File: config.mk
export PLATFORM = sky130hd
export DESIGN_NAME = bkd_ctrl_reg
export DESIGN_NICKNAME = d
export VERILOG_FILES = /design/src/rtl/bkd_pkg.sv /design/src/rtl/bkd_handshake.sv /design/src/rtl/bkd_fields.sv /design/src/rtl/bkd_readback.sv /design/src/rtl/bkd_ctrl_reg.sv
export SDC_FILE = /design/constraint.sdc
export NUM_CORES = 1
export LEC_CHECK = 0
export ABC_AREA = 1
export BUFFER_PORTS_ARGS = -buffer_cell sky130_fd_sc_hd__buf_2
export CORE_MARGIN = 8
export CORE_UTILIZATION = 39
export CTS_CLUSTER_DIAMETER = 30
export DETAILED_ROUTE_END_ITERATION = 6
export PLACE_DENSITY = 0.84
export SETUP_SLACK_MARGIN = 0.5
export SLEW_MARGIN = 30
export SYNTH_ARGS = -nofsm -noshare
export SYNTH_HDL_FRONTEND = slang
export SYNTH_SLANG_ARGS = --single-unit
export TNS_END_PERCENT = 50
File: constraint.sdc
create_clock -name clk -period 2.3 [get_ports clk]
set_input_delay 0.23 -clock clk [delete_from_list [all_inputs] [get_ports clk]]
set_output_delay 0.23 -clock clk [all_outputs]
set_load 0.005 [all_outputs]
File: src/rtl/bkd_pkg.sv
package bkd_pkg;

    typedef enum logic [1:0] {
        HS_IDLE,
        HS_ACK,
        HS_HOT,
        HS_WAIT
    } hs_state_t;

    localparam int DATA_W     = 32;
    localparam int STRB_W     = DATA_W / 8;
    localparam int POS_EN     = 0;
    localparam int POS_BYP    = 1;
    localparam int POS_RDY    = 2;
    localparam int POS_SEL_LO = 4;
    localparam int SEL_W      = 2;
    localparam int POS_CE     = 8;
    localparam int POS_SW     = 16;

    localparam int LANE_EN  = POS_EN / 8;
    localparam int LANE_SEL = POS_SEL_LO / 8;
    localparam int LANE_CE  = POS_CE / 8;
    localparam int LANE_SW  = POS_SW / 8;

endpackage

File: src/rtl/bkd_handshake.sv
module bkd_handshake
    import bkd_pkg::*;
#(
    parameter int WAIT_CYC = 2
) (
    input  logic clk,
    input  logic sys_rst_n,
    input  logic bus_req,
    input  logic bus_we,
    output logic ready,
    output logic commit
);

    localparam int CNT_W = (WAIT_CYC > 1) ? $clog2(WAIT_CYC) : 1;
    localparam logic [CNT_W-1:0] CNT_LOAD = (WAIT_CYC > 0) ? CNT_W'(WAIT_CYC - 1) : '0;

    hs_state_t state_q, state_d;
    logic [CNT_W-1:0] cnt_q, cnt_d;

    // next-state logic
    always_comb begin
        state_d = state_q;
        cnt_d   = cnt_q;
        unique case (state_q)
            HS_IDLE: begin
                if (bus_req) state_d = HS_ACK;
            end
            HS_ACK: begin
                state_d = HS_HOT;
            end
            HS_HOT: begin
                if (!bus_req) begin
                    state_d = HS_IDLE;
                end else if (WAIT_CYC == 0) begin
                    state_d = HS_ACK;
                end else begin
                    state_d = HS_WAIT;
                    cnt_d   = CNT_LOAD;
                end
            end
            HS_WAIT: begin
                if (cnt_q == '0) state_d = HS_ACK;
                else             cnt_d   = cnt_q - 1'b1;
            end
            default: state_d = HS_IDLE;
        endcase
    end

    // state register
    always_ff @(posedge clk or negedge sys_rst_n) begin
        if (!sys_rst_n) begin
            state_q <= HS_IDLE;
            cnt_q   <= '0;
        end else begin
            state_q <= state_d;
            cnt_q   <= cnt_d;
        end
    end

    // outputs
    always_comb begin
        ready  = 1'b0;
        commit = 1'b0;
        unique case (state_q)
            HS_ACK: begin
                ready  = 1'b1;
                commit = bus_we;
            end
            HS_IDLE, HS_HOT, HS_WAIT: begin
                ready  = 1'b0;
                commit = 1'b0;
            end
            default: begin
                ready  = 1'b0;
                commit = 1'b0;
            end
        endcase
    end

    p_idle_ack_r8: assert property (@(posedge clk) disable iff (!sys_rst_n)
        (state_q == HS_IDLE && bus_req) |=> ready);

    p_no_double_ready_r9: assert property (@(posedge clk) disable iff (!sys_rst_n)
        ready |=> !ready);

    generate
        if (WAIT_CYC > 0) begin : g_wait_chk
            p_hot_delay_r9: assert property (@(posedge clk) disable iff (!sys_rst_n)
                (state_q == HS_HOT && bus_req) |=> !ready);
        end
    endgenerate

endmodule

File: src/rtl/bkd_fields.sv
module bkd_fields
    import bkd_pkg::*;
(
    input  logic             clk,
    input  logic             bkp_rst_n,
    input  logic             wr_commit,
    input  logic             wr_permit,
    input  logic [STRB_W-1:0] strb,
    input  logic             wd_en,
    input  logic             wd_byp,
    input  logic [SEL_W-1:0] wd_sel,
    input  logic             wd_ce,
    input  logic             wd_sw,
    input  logic             osc_rdy_in,
    output logic             f_en,
    output logic             f_byp,
    output logic [SEL_W-1:0] f_sel,
    output logic             f_ce,
    output logic             f_sw,
    output logic             f_rdy
);

    logic lock_q;
    logic sw_set;
    logic dom_clear;

    assign sw_set    = wr_commit && strb[LANE_SW] && wd_sw;
    assign dom_clear = f_sw || sw_set;

    always_ff @(posedge clk or negedge bkp_rst_n) begin
        if (!bkp_rst_n) begin
            f_en   <= 1'b0;
            f_byp  <= 1'b0;
            f_sel  <= '0;
            f_ce   <= 1'b0;
            f_sw   <= 1'b0;
            f_rdy  <= 1'b0;
            lock_q <= 1'b0;
        end else begin
            f_rdy <= osc_rdy_in;
            if (wr_commit && strb[LANE_SW]) f_sw <= wd_sw;
            if (dom_clear) begin
                f_en   <= 1'b0;
                f_byp  <= 1'b0;
                f_sel  <= '0;
                f_ce   <= 1'b0;
                lock_q <= 1'b0;
            end else if (wr_commit && wr_permit) begin
                if (strb[LANE_EN]) begin
                    f_en  <= wd_en;
                    f_byp <= wd_byp;
                end
                if (strb[LANE_SEL] && !lock_q) begin
                    f_sel  <= wd_sel;
                    lock_q <= |wd_sel;
                end
                if (strb[LANE_CE]) f_ce <= wd_ce;
            end
        end
    end

    p_perm_gate_r1: assert property (@(posedge clk) disable iff (!bkp_rst_n)
        (!wr_permit && !dom_clear) |=> $stable({f_en, f_byp, f_sel, f_ce}));

    p_lock_r4: assert property (@(posedge clk) disable iff (!bkp_rst_n)
        (lock_q && !dom_clear) |=> (f_sel == $past(f_sel)));

    p_lock_nonzero_r4: assert property (@(posedge clk) disable iff (!bkp_rst_n)
        lock_q |-> (f_sel != '0));

    p_swrst_hold_r5: assert property (@(posedge clk) disable iff (!bkp_rst_n)
        f_sw |-> ({f_en, f_byp, f_sel, f_ce} == '0 && !lock_q));

    p_rdy_follow_r6: assert property (@(posedge clk) disable iff (!bkp_rst_n)
        1'b1 |=> (f_rdy == $past(osc_rdy_in)));

endmodule

File: src/rtl/bkd_readback.sv
module bkd_readback
    import bkd_pkg::*;
(
    input  logic             f_en,
    input  logic             f_byp,
    input  logic [SEL_W-1:0] f_sel,
    input  logic             f_ce,
    input  logic             f_sw,
    input  logic             f_rdy,
    output logic [DATA_W-1:0] word
);

    always_comb begin
        word = '0;
        word[POS_EN]                         = f_en;
        word[POS_BYP]                        = f_byp;
        word[POS_RDY]                        = f_rdy;
        word[POS_SEL_LO +: SEL_W]            = f_sel;
        word[POS_CE]                         = f_ce;
        word[POS_SW]                         = f_sw;
    end

endmodule

File: src/rtl/bkd_ctrl_reg.sv
module bkd_ctrl_reg
    import bkd_pkg::*;
#(
    parameter int WAIT_CYC = 2
) (
    input  logic        clk,
    input  logic        sys_rst_n,
    input  logic        bkp_rst_n,
    input  logic        bus_req,
    input  logic        bus_we,
    input  logic [3:0]  bus_strb,
    input  logic [31:0] bus_wdata,
    output logic [31:0] bus_rdata,
    output logic        bus_ready,
    input  logic        wr_permit,
    input  logic        osc_rdy_in,
    output logic        osc_enable,
    output logic        osc_bypass,
    output logic [1:0]  rtc_sel,
    output logic        rtc_clk_en
);

    logic             hs_ready;
    logic             hs_commit;
    logic             f_ce;
    logic             f_sw;
    logic             f_rdy;
    logic [DATA_W-1:0] rd_word;
    logic             unused_bits;

    assign unused_bits = ^{bus_wdata[31:17], bus_wdata[15:9], bus_wdata[7:6],
                           bus_wdata[3:2], bus_strb[3]};

    bkd_handshake #(.WAIT_CYC(WAIT_CYC)) i_hs (
        .clk       (clk),
        .sys_rst_n (sys_rst_n),
        .bus_req   (bus_req),
        .bus_we    (bus_we),
        .ready     (hs_ready),
        .commit    (hs_commit)
    );

    bkd_fields i_fields (
        .clk        (clk),
        .bkp_rst_n  (bkp_rst_n),
        .wr_commit  (hs_commit),
        .wr_permit  (wr_permit),
        .strb       (bus_strb),
        .wd_en      (bus_wdata[POS_EN]),
        .wd_byp     (bus_wdata[POS_BYP]),
        .wd_sel     (bus_wdata[POS_SEL_LO +: SEL_W]),
        .wd_ce      (bus_wdata[POS_CE]),
        .wd_sw      (bus_wdata[POS_SW]),
        .osc_rdy_in (osc_rdy_in),
        .f_en       (osc_enable),
        .f_byp      (osc_bypass),
        .f_sel      (rtc_sel),
        .f_ce       (f_ce),
        .f_sw       (f_sw),
        .f_rdy      (f_rdy)
    );

    bkd_readback i_rb (
        .f_en  (osc_enable),
        .f_byp (osc_bypass),
        .f_sel (rtc_sel),
        .f_ce  (f_ce),
        .f_sw  (f_sw),
        .f_rdy (f_rdy),
        .word  (rd_word)
    );

    assign rtc_clk_en = f_ce;
    assign bus_ready  = hs_ready;
    assign bus_rdata  = hs_ready ? rd_word : '0;

    p_sysrst_keep_r2: assert property (@(posedge clk) disable iff (!bkp_rst_n)
        !sys_rst_n |=> $stable({rtc_sel, rtc_clk_en, osc_enable, osc_bypass, f_sw}));

endmodule

==> results.rst, run 1 <==
.. list-table::
   :header-rows: 1

   * - Metric
     - Value
   * - Outcome
     - complete, no violations
   * - Minimum clock period
     - roughly 1.6 ns
   * - Number of clock buffers inserted by TritonCTS
     - 3
   * - Arrival time reported for the critical path endpoint
     - between 1 and 1.5 ns
   * - Max-cap violation count
     - 0
   * - Top-level port count
     - 81
   * - Crit path buf inv count
     - 3
   * - Leading cell types in the layout, fill and taps excluded
     - sky130_fd_sc_hd__buf_2 (28), sky130_fd_sc_hd__nand2_1 (25), sky130_fd_sc_hd__conb_1 (25)
   * - Internal
     - 0.445 mW
   * - Residual DRC count
     - 0
   * - P per Cell Area
     - between 700 and 800 nW/um^2
   * - Family with the most delay on the worst path
     - flip-flops
   * - Port bufs
     - 28
   * - Violation count after the first detailed-routing iteration
     - 16
   * - DRT antenna net count
     - 0
   * - Overall global routing resource usage
     - under 10%
   * - Worst Setup End Kind
     - primary output
   * - Combinational fraction of design power
     - a little under half
   * - CTS tree
     - done
   * - Maximum buffer depth of the clock tree
     - 2
   * - Setup ws final
     - ~0.7 ns
   * - Detailed-route wire length per cell
     - 10.8 um
   * - Worst IR Drop VDD
     - ~0.52 mV
   * - Buffer cell driving the clock tree root
     - sky130_fd_sc_hd__clkbuf_4
   * - Antenna violations before repair
     - 0
   * - TritonCTS Sinks
     - 11
   * - Fraction of the mapped netlist area in compound gates
     - under 10%
   * - Worst slack at placement
     - between 0.6 and 0.7 ns
   * - Hold violation count in the final report
     - 0
   * - LEAKAGE
     - 0.632 nW
   * - Most numerous cell on the critical path
     - sky130_fd_sc_hd__inv_1
   * - Die height
     - 63.2 um
   * - CTS clock-pin slew for the worst setup and hold paths
     - about 0.08 ns
   * - Share of the yosys chip area belonging to registers
     - 31.7%
   * - Fill cell total of the finished layout
     - ~220
   * - Max-slew violation count
     - 0
   * - Fraction of layout instances using a drive strength above 1
     - between 30% and 40%
   * - Detailed Routing Iterations Pass 1
     - 4
   * - Area share of the largest cell type after synthesis
     - a little under a third
   * - Biggest area contributors in the synthesized netlist
     - sky130_fd_sc_hd__dfrtp_1 (32%), sky130_fd_sc_hd__buf_4 (22%), sky130_fd_sc_hd__nand2_1 (11%)
   * - P&R area growth vs syn
     - 13.4%
   * - Switching share of power
     - between 40% and 50%
   * - H-tree Lvls
     - 1
   * - Core Region
     - around 2100 sq um
   * - Sw power
     - between 0.3 and 0.4 mW
   * - Latest clock arrival within the worst-skew pair
     - 0.27 ns
   * - Die Span X
     - 63.2 um
   * - Setup repair after global routing missed its margin
     - false
   * - Multiplexer area fraction after synthesis
     - 0%
   * - Cell Chain, Critical Path
     - inv_1 > ha_2 > nand2_1 > inv_1 > buf_2
   * - Sort of element at the start of the critical path
     - flop
   * - Mapped cell area
     - 868 sq um
   * - Post-synthesis share of cell area spent on and, or, nand and nor gates
     - between 20% and 30%
   * - Syn avg cell area
     - around 8 sq um
   * - Aggregate global routing overflow
     - 0
   * - Largest area contributor in the netlist
     - sky130_fd_sc_hd__dfrtp_1
   * - Cell Count Post-Placement
     - 164
   * - Maximum fanout along the worst path
     - 11
   * - Post-synthesis xor/xnor area fraction
     - 0%
   * - Wire length of the first global-routing pass
     - 2880 um
   * - Total of flip-flops plus latches after synthesis
     - 11
   * - Post-CTS Repair Setup Buffers
     - 0
   * - Final Non-Filler Cells
     - between 150 and 200
   * - F_max
     - 629 MHz
   * - Routability-driven placement congestion ratio
     - 0.691
   * - Post-route fraction of the period consumed by the critical path
     - between 60% and 70%
   * - Vias in the first global route
     - roughly 650
   * - Net total in the final layout
     - 191
   * - Instance count of the mapped netlist
     - 110
   * - Path type of the worst setup path
     - reg2out
   * - Setup Total Neg Slack
     - 0 ns
   * - Total length of routed wires
     - 1840 um
   * - Worst path required time
     - roughly 2.1 ns
   * - Count of antenna diodes in the layout
     - 0
   * - Cell variety after synth
     - 19
   * - Detail-routed via count per cell
     - slightly below 4
   * - Number of vias after detailed routing
     - around 660
   * - Total power consumption of the routed design
     - 0.774 mW
   * - Initial core utilization
     - about two fifths
   * - Post-detail-place hpwl
     - between 1500 and 2000 um
   * - Final clock skew
     - 0.0104 ns
   * - Proportion of power drawn by the clock network
     - between 10% and 20%
   * - Row count
     - 17
   * - Most common cell after layout, fill and taps aside
     - sky130_fd_sc_hd__buf_2
   * - Max incr delay on CP
     - between 0.4 and 0.5 ns
   * - Slowest cell on the critical path
     - sky130_fd_sc_hd__dfrtp_1
   * - Sequential group share of total power
     - between 30% and 40%
   * - Count of endpoints failing setup in the final report
     - 0
   * - Dominant combinational cell family by area after synthesis
     - buffers and inverters
   * - Maximum number of pins on one net before global-route repair
     - 12
   * - Number of warnings printed during yosys synthesis
     - 0
   * - Worst hold-check path type
     - in2reg
   * - Die area
     - 3990 sq um
   * - Adder and majority cell fraction of the synthesized area
     - under 10%
-- metal layers --
layer / track usage [%] / vias up / share of wire (%)
li1: - / 349 / -
met5: 0 / - / 0
met2: 14.7 / 33 / 48
met1: 8.41 / 279 / 38
met3: 6.71 / 0 / 14
met4: 1.67 / 0 / 0
-- final cells by class --
type                    count  area [sq um]  share of cell area [%]
well taps                  28          35.0                    3.56
multi-input cells          80           423                    42.9
repair buffers             30           160                    16.3
inverters                  17          63.8                    6.48
clock buffers               3          22.5                    2.29
flip-flops and latches     11           275                    28.0
clock inverters             1          5.00                   0.508
-- path summary, 6_finish.rpt --
kind / start / end / slack, ns / cells after the start
worst max-delay path: i_hs.state_q[1] / bus_rdata[16] / 0.71 / 5
worst min-delay path: osc_rdy_in / i_fields.f_rdy / 0.06 / 1
worst max register to register: i_hs.state_q[1] / i_fields.f_sel[0] / 0.82 / 7
worst min register to register: i_hs.cnt_q / i_hs.cnt_q / 0.51 / 2
max in group asynchronous: bkp_rst_n / i_fields.f_sel[0] / 1.77 / 2
min in group asynchronous: sys_rst_n / i_hs.cnt_q / 0.27 / 2
-- power groups by stage --
| stage | sequential [mW] | combinational (mW) | clock [mW] |
|---|---|---|---|
| after floorplan | 0.285 | 0.293 | 0 |
| after global placement | 0.290 | 0.341 | 0 |
| after detailed placement | 0.292 | 0.352 | 0 |
| after CTS | 0.289 | 0.357 | 0.138 |
| after global routing | 0.295 | 0.406 | 0.145 |
| final | 0.289 | 0.356 | 0.129 |
-- cell usage after synthesis --
cell                      count
sky130_fd_sc_hd__buf_6        1
sky130_fd_sc_hd__nor2_1       3
sky130_fd_sc_hd__nand4_2      1
sky130_fd_sc_hd__or2_2        1
sky130_fd_sc_hd__inv_2        1
sky130_fd_sc_hd__a21oi_1      1
sky130_fd_sc_hd__o21ai_0      3
sky130_fd_sc_hd__inv_1       16
sky130_fd_sc_hd__a21oi_2      3
sky130_fd_sc_hd__nand2_1     25
sky130_fd_sc_hd__dfrtp_1     11
sky130_fd_sc_hd__nor2_4       1
sky130_fd_sc_hd__nand3_1      8
sky130_fd_sc_hd__nor2_2       2
sky130_fd_sc_hd__nor2_8       1
sky130_fd_sc_hd__conb_1       1
sky130_fd_sc_hd__buf_4       25
sky130_fd_sc_hd__nand3_2      1
sky130_fd_sc_hd__ha_1         5
-- flip-flops by register name, indices dropped and copies added (netlist names) --
signal,flops
i_fields.f_sel,2
i_hs.state_q,2
i_fields.f_byp,1
i_fields.f_ce,1
i_fields.f_en,1
i_fields.f_rdy,1
i_fields.f_sw,1
i_fields.lock_q,1
i_hs.cnt_q,1
-- timing repair --
item / CTS / global route
setup endpoints to repair: 0 / 8
hold buffers: 2 / 0
gates resized for setup: 0 / 1
hold endpoints to repair: 11 / 0
-- cells by family after synthesis --
logic type               count (synthesis)
adder cells (fa/ha/maj)                  5
other                                    1
buffers and inverters                   43
flip-flops                              11
AO/OA/AOI/OAI                            7
AND/OR/NAND/NOR                         43
-- stage by stage --
| step | hold WS, ns | area (sq um) | util [%] |
|---|---|---|---|
| global route | 0.0534 | 985 | 45.8 |
| floorplan | -0.0656 | 958 | - |
| finish | 0.0641 | 985 | 45.8 |
| CTS | 0.0512 | 982 | 45.7 |
| global placement | 0.0265 | 935 | 43.5 |
| detailed placement | 0.0282 | 935 | 43.5 |
Note: power is estimated with default switching activity, not from simulation.
==> run 2, diff against run 1 <==
- CORE_UTILIZATION: 39 -> 36
- PLACE_DENSITY: 0.84 -> 0.79
- clock period: 2.3 -> 1.6 ns (I/O delays scaled with it)
==> results.rst, run 2 (same netlist as run 1, synthesis figures left out) <==
.. list-table::
   :header-rows: 1

   * - Metric
     - Value
   * - Detailed Routing Iterations Pass 1
     - 4
   * - Switching share of power
     - a little over two fifths
   * - Aggregate global routing overflow
     - 0
   * - Die area
     - 4240 sq um
   * - Routability-driven placement congestion ratio
     - 0.695
   * - Total length of routed wires
     - 2220 um
   * - Wire length of the first global-routing pass
     - 3280 um
   * - Detail-routed via count per cell
     - around 4.2
   * - Sort of element at the start of the critical path
     - flop
   * - Violation count after the first detailed-routing iteration
     - 14
   * - Vias in the first global route
     - 717
   * - Path type of the worst setup path
     - reg2out
   * - Sequential group share of total power
     - between 20 and 30%
   * - Fill cell total of the finished layout
     - 225
   * - Maximum buffer depth of the clock tree
     - 2
   * - Biggest registers after layout
     - i_fields.f_sel x2, i_hs.state_q x2
   * - Hold Path Cell Cnt
     - 3
   * - Buffer cell driving the clock tree root
     - sky130_fd_sc_hd__clkbuf_4
   * - Area of combinational cells with multiple inputs
     - roughly 500 sq um
   * - CTS clock-pin slew for the worst setup and hold paths
     - roughly 0.080 ns
   * - Overall global routing resource usage
     - 9.68%
   * - Outcome
     - complete, no violations
   * - Hold violation count in the final report
     - 0
   * - Final clock skew
     - 0.00846 ns
   * - Fraction of layout instances using a drive strength above 1
     - a little under half
   * - Proportion of power drawn by the clock network
     - 13.7%
   * - P&R area growth vs syn
     - 33.4%
   * - Flop2flop setup slack
     - approximately 0.24 ns
   * - Worst IR Drop VDD
     - 0.668 mV
   * - Top-level port count
     - 81
   * - Max-slew violation count
     - 0
   * - Most common cell after layout, fill and taps aside
     - sky130_fd_sc_hd__conb_1
   * - Setup Total Neg Slack
     - 0 ns
   * - Detailed-route wire length per cell
     - around 12 um
   * - Number of vias after detailed routing
     - 749
   * - Maximum fanout along the worst path
     - 5
   * - CTS tree
     - done
   * - Worst hold slack across all endpoints
     - approximately 0.12 ns
   * - TritonCTS Sinks
     - 11
   * - Count of antenna diodes in the layout
     - 0
   * - Worst hold-check path type
     - in2reg
   * - Maximum number of pins on one net before global-route repair
     - 9
   * - Sw power
     - between 0.6 and 0.7 mW
   * - LEAKAGE
     - around 0.67 nW
   * - Combinational fraction of design power
     - 56.7%
   * - P per Cell Area
     - around 1200 nW/um^2
   * - Post-Route Utilization
     - roughly half
   * - Setup ws final
     - 0.215 ns
   * - Die height
     - 65.1 um
   * - Worst reg-to-reg path cell count
     - 7
   * - Arrival time reported for the critical path endpoint
     - around 1.2 ns
   * - Number of clock buffers inserted by TritonCTS
     - 3
   * - Row count
     - 17
   * - F_max
     - between 700 and 800 MHz
   * - Count of endpoints failing setup in the final report
     - 0
   * - Net total in the final layout
     - just under 200
   * - Worst slack at placement
     - 0.211 ns
   * - Port bufs
     - 28
   * - Setup repair after global routing missed its margin
     - true
   * - Initial core utilization
     - 38.5%
   * - Internal
     - roughly 0.82 mW
   * - Minimum clock period
     - 1.38 ns
   * - Footprint of the flip-flops and latches
     - 277 sq um
   * - DRT antenna net count
     - 0
   * - Worst path required time
     - about 1.4 ns
   * - Post-detail-place hpwl
     - 1700 um
   * - Post-route fraction of the period consumed by the critical path
     - around 87%
   * - Worst Setup End Kind
     - primary output
   * - Leading cell types in the layout, fill and taps excluded
     - sky130_fd_sc_hd__conb_1 (25), sky130_fd_sc_hd__buf_2 (24), sky130_fd_sc_hd__nand2_1 (18)
   * - H-tree Lvls
     - 1
   * - Die Span X
     - 65.1 um
   * - Core Region
     - 2250 sq um
   * - Antenna violations before repair
     - 0
   * - Residual DRC count
     - 0
   * - Total power consumption of the routed design
     - 1.43 mW
   * - Latest clock arrival within the worst-skew pair
     - ~0.27 ns
   * - Max-cap violation count
     - 0
## run 2: timing repair
item,CTS,global route
pin swaps,1,2
gates resized for setup,10,16
hold endpoints to repair,12,0
setup endpoints to repair,18,18
buffers inserted,6,1
hold buffers,3,0
## run 2: metal layers
metal	global-route usage (%)	routed length [um]
met1	9.13	796
met2	18.0	1110
met3	5.25	301
met4	2.18	6
met5	0	0
## run 2: per-stage QoR
step	cell area [sq um]	instances
floorplan	1010	134
global placement	987	164
detailed placement	987	164
CTS	1120	177
global route	1160	178
finish	1160	178
## run 2: worst paths after layout
path	from	endpoint
max in group asynchronous	bkp_rst_n	i_fields.f_en
worst min-delay path	bus_wdata[1]	i_fields.f_byp
worst max register to register	i_hs.state_q[1]	i_hs.state_q[1]
worst max-delay path	i_hs.state_q[1]	bus_rdata[2]
min in group asynchronous	sys_rst_n	i_hs.state_q[0]
worst min register to register	i_hs.cnt_q	i_hs.cnt_q
## run 2: final cells by class
type	count	area share [%]
repair buffers	38	22.4
inverters	17	5.72
flip-flops and latches	11	23.9
well taps	28	3.02
multi-input cells	80	42.8
clock buffers	4	2.27
## run 2: worst max-delay path, stage by stage (launching register included)
cell	delay [ns]
sky130_fd_sc_hd__dfrtp_1	0.40
sky130_fd_sc_hd__inv_2	0.09
sky130_fd_sc_hd__ha_4	0.15
sky130_fd_sc_hd__buf_6	0.13
sky130_fd_sc_hd__nand2_2	0.04
sky130_fd_sc_hd__inv_1	0.04
sky130_fd_sc_hd__buf_2	0.10
## run 2: power groups by stage
stage               logic, mW  registers, mW  clock network (mW)
finish                  0.813          0.424               0.197
global placement        0.545          0.423                   0
floorplan               0.462          0.419                   0
detailed placement      0.576          0.430                   0
CTS                     0.751          0.415               0.200
global route            0.899          0.431               0.217
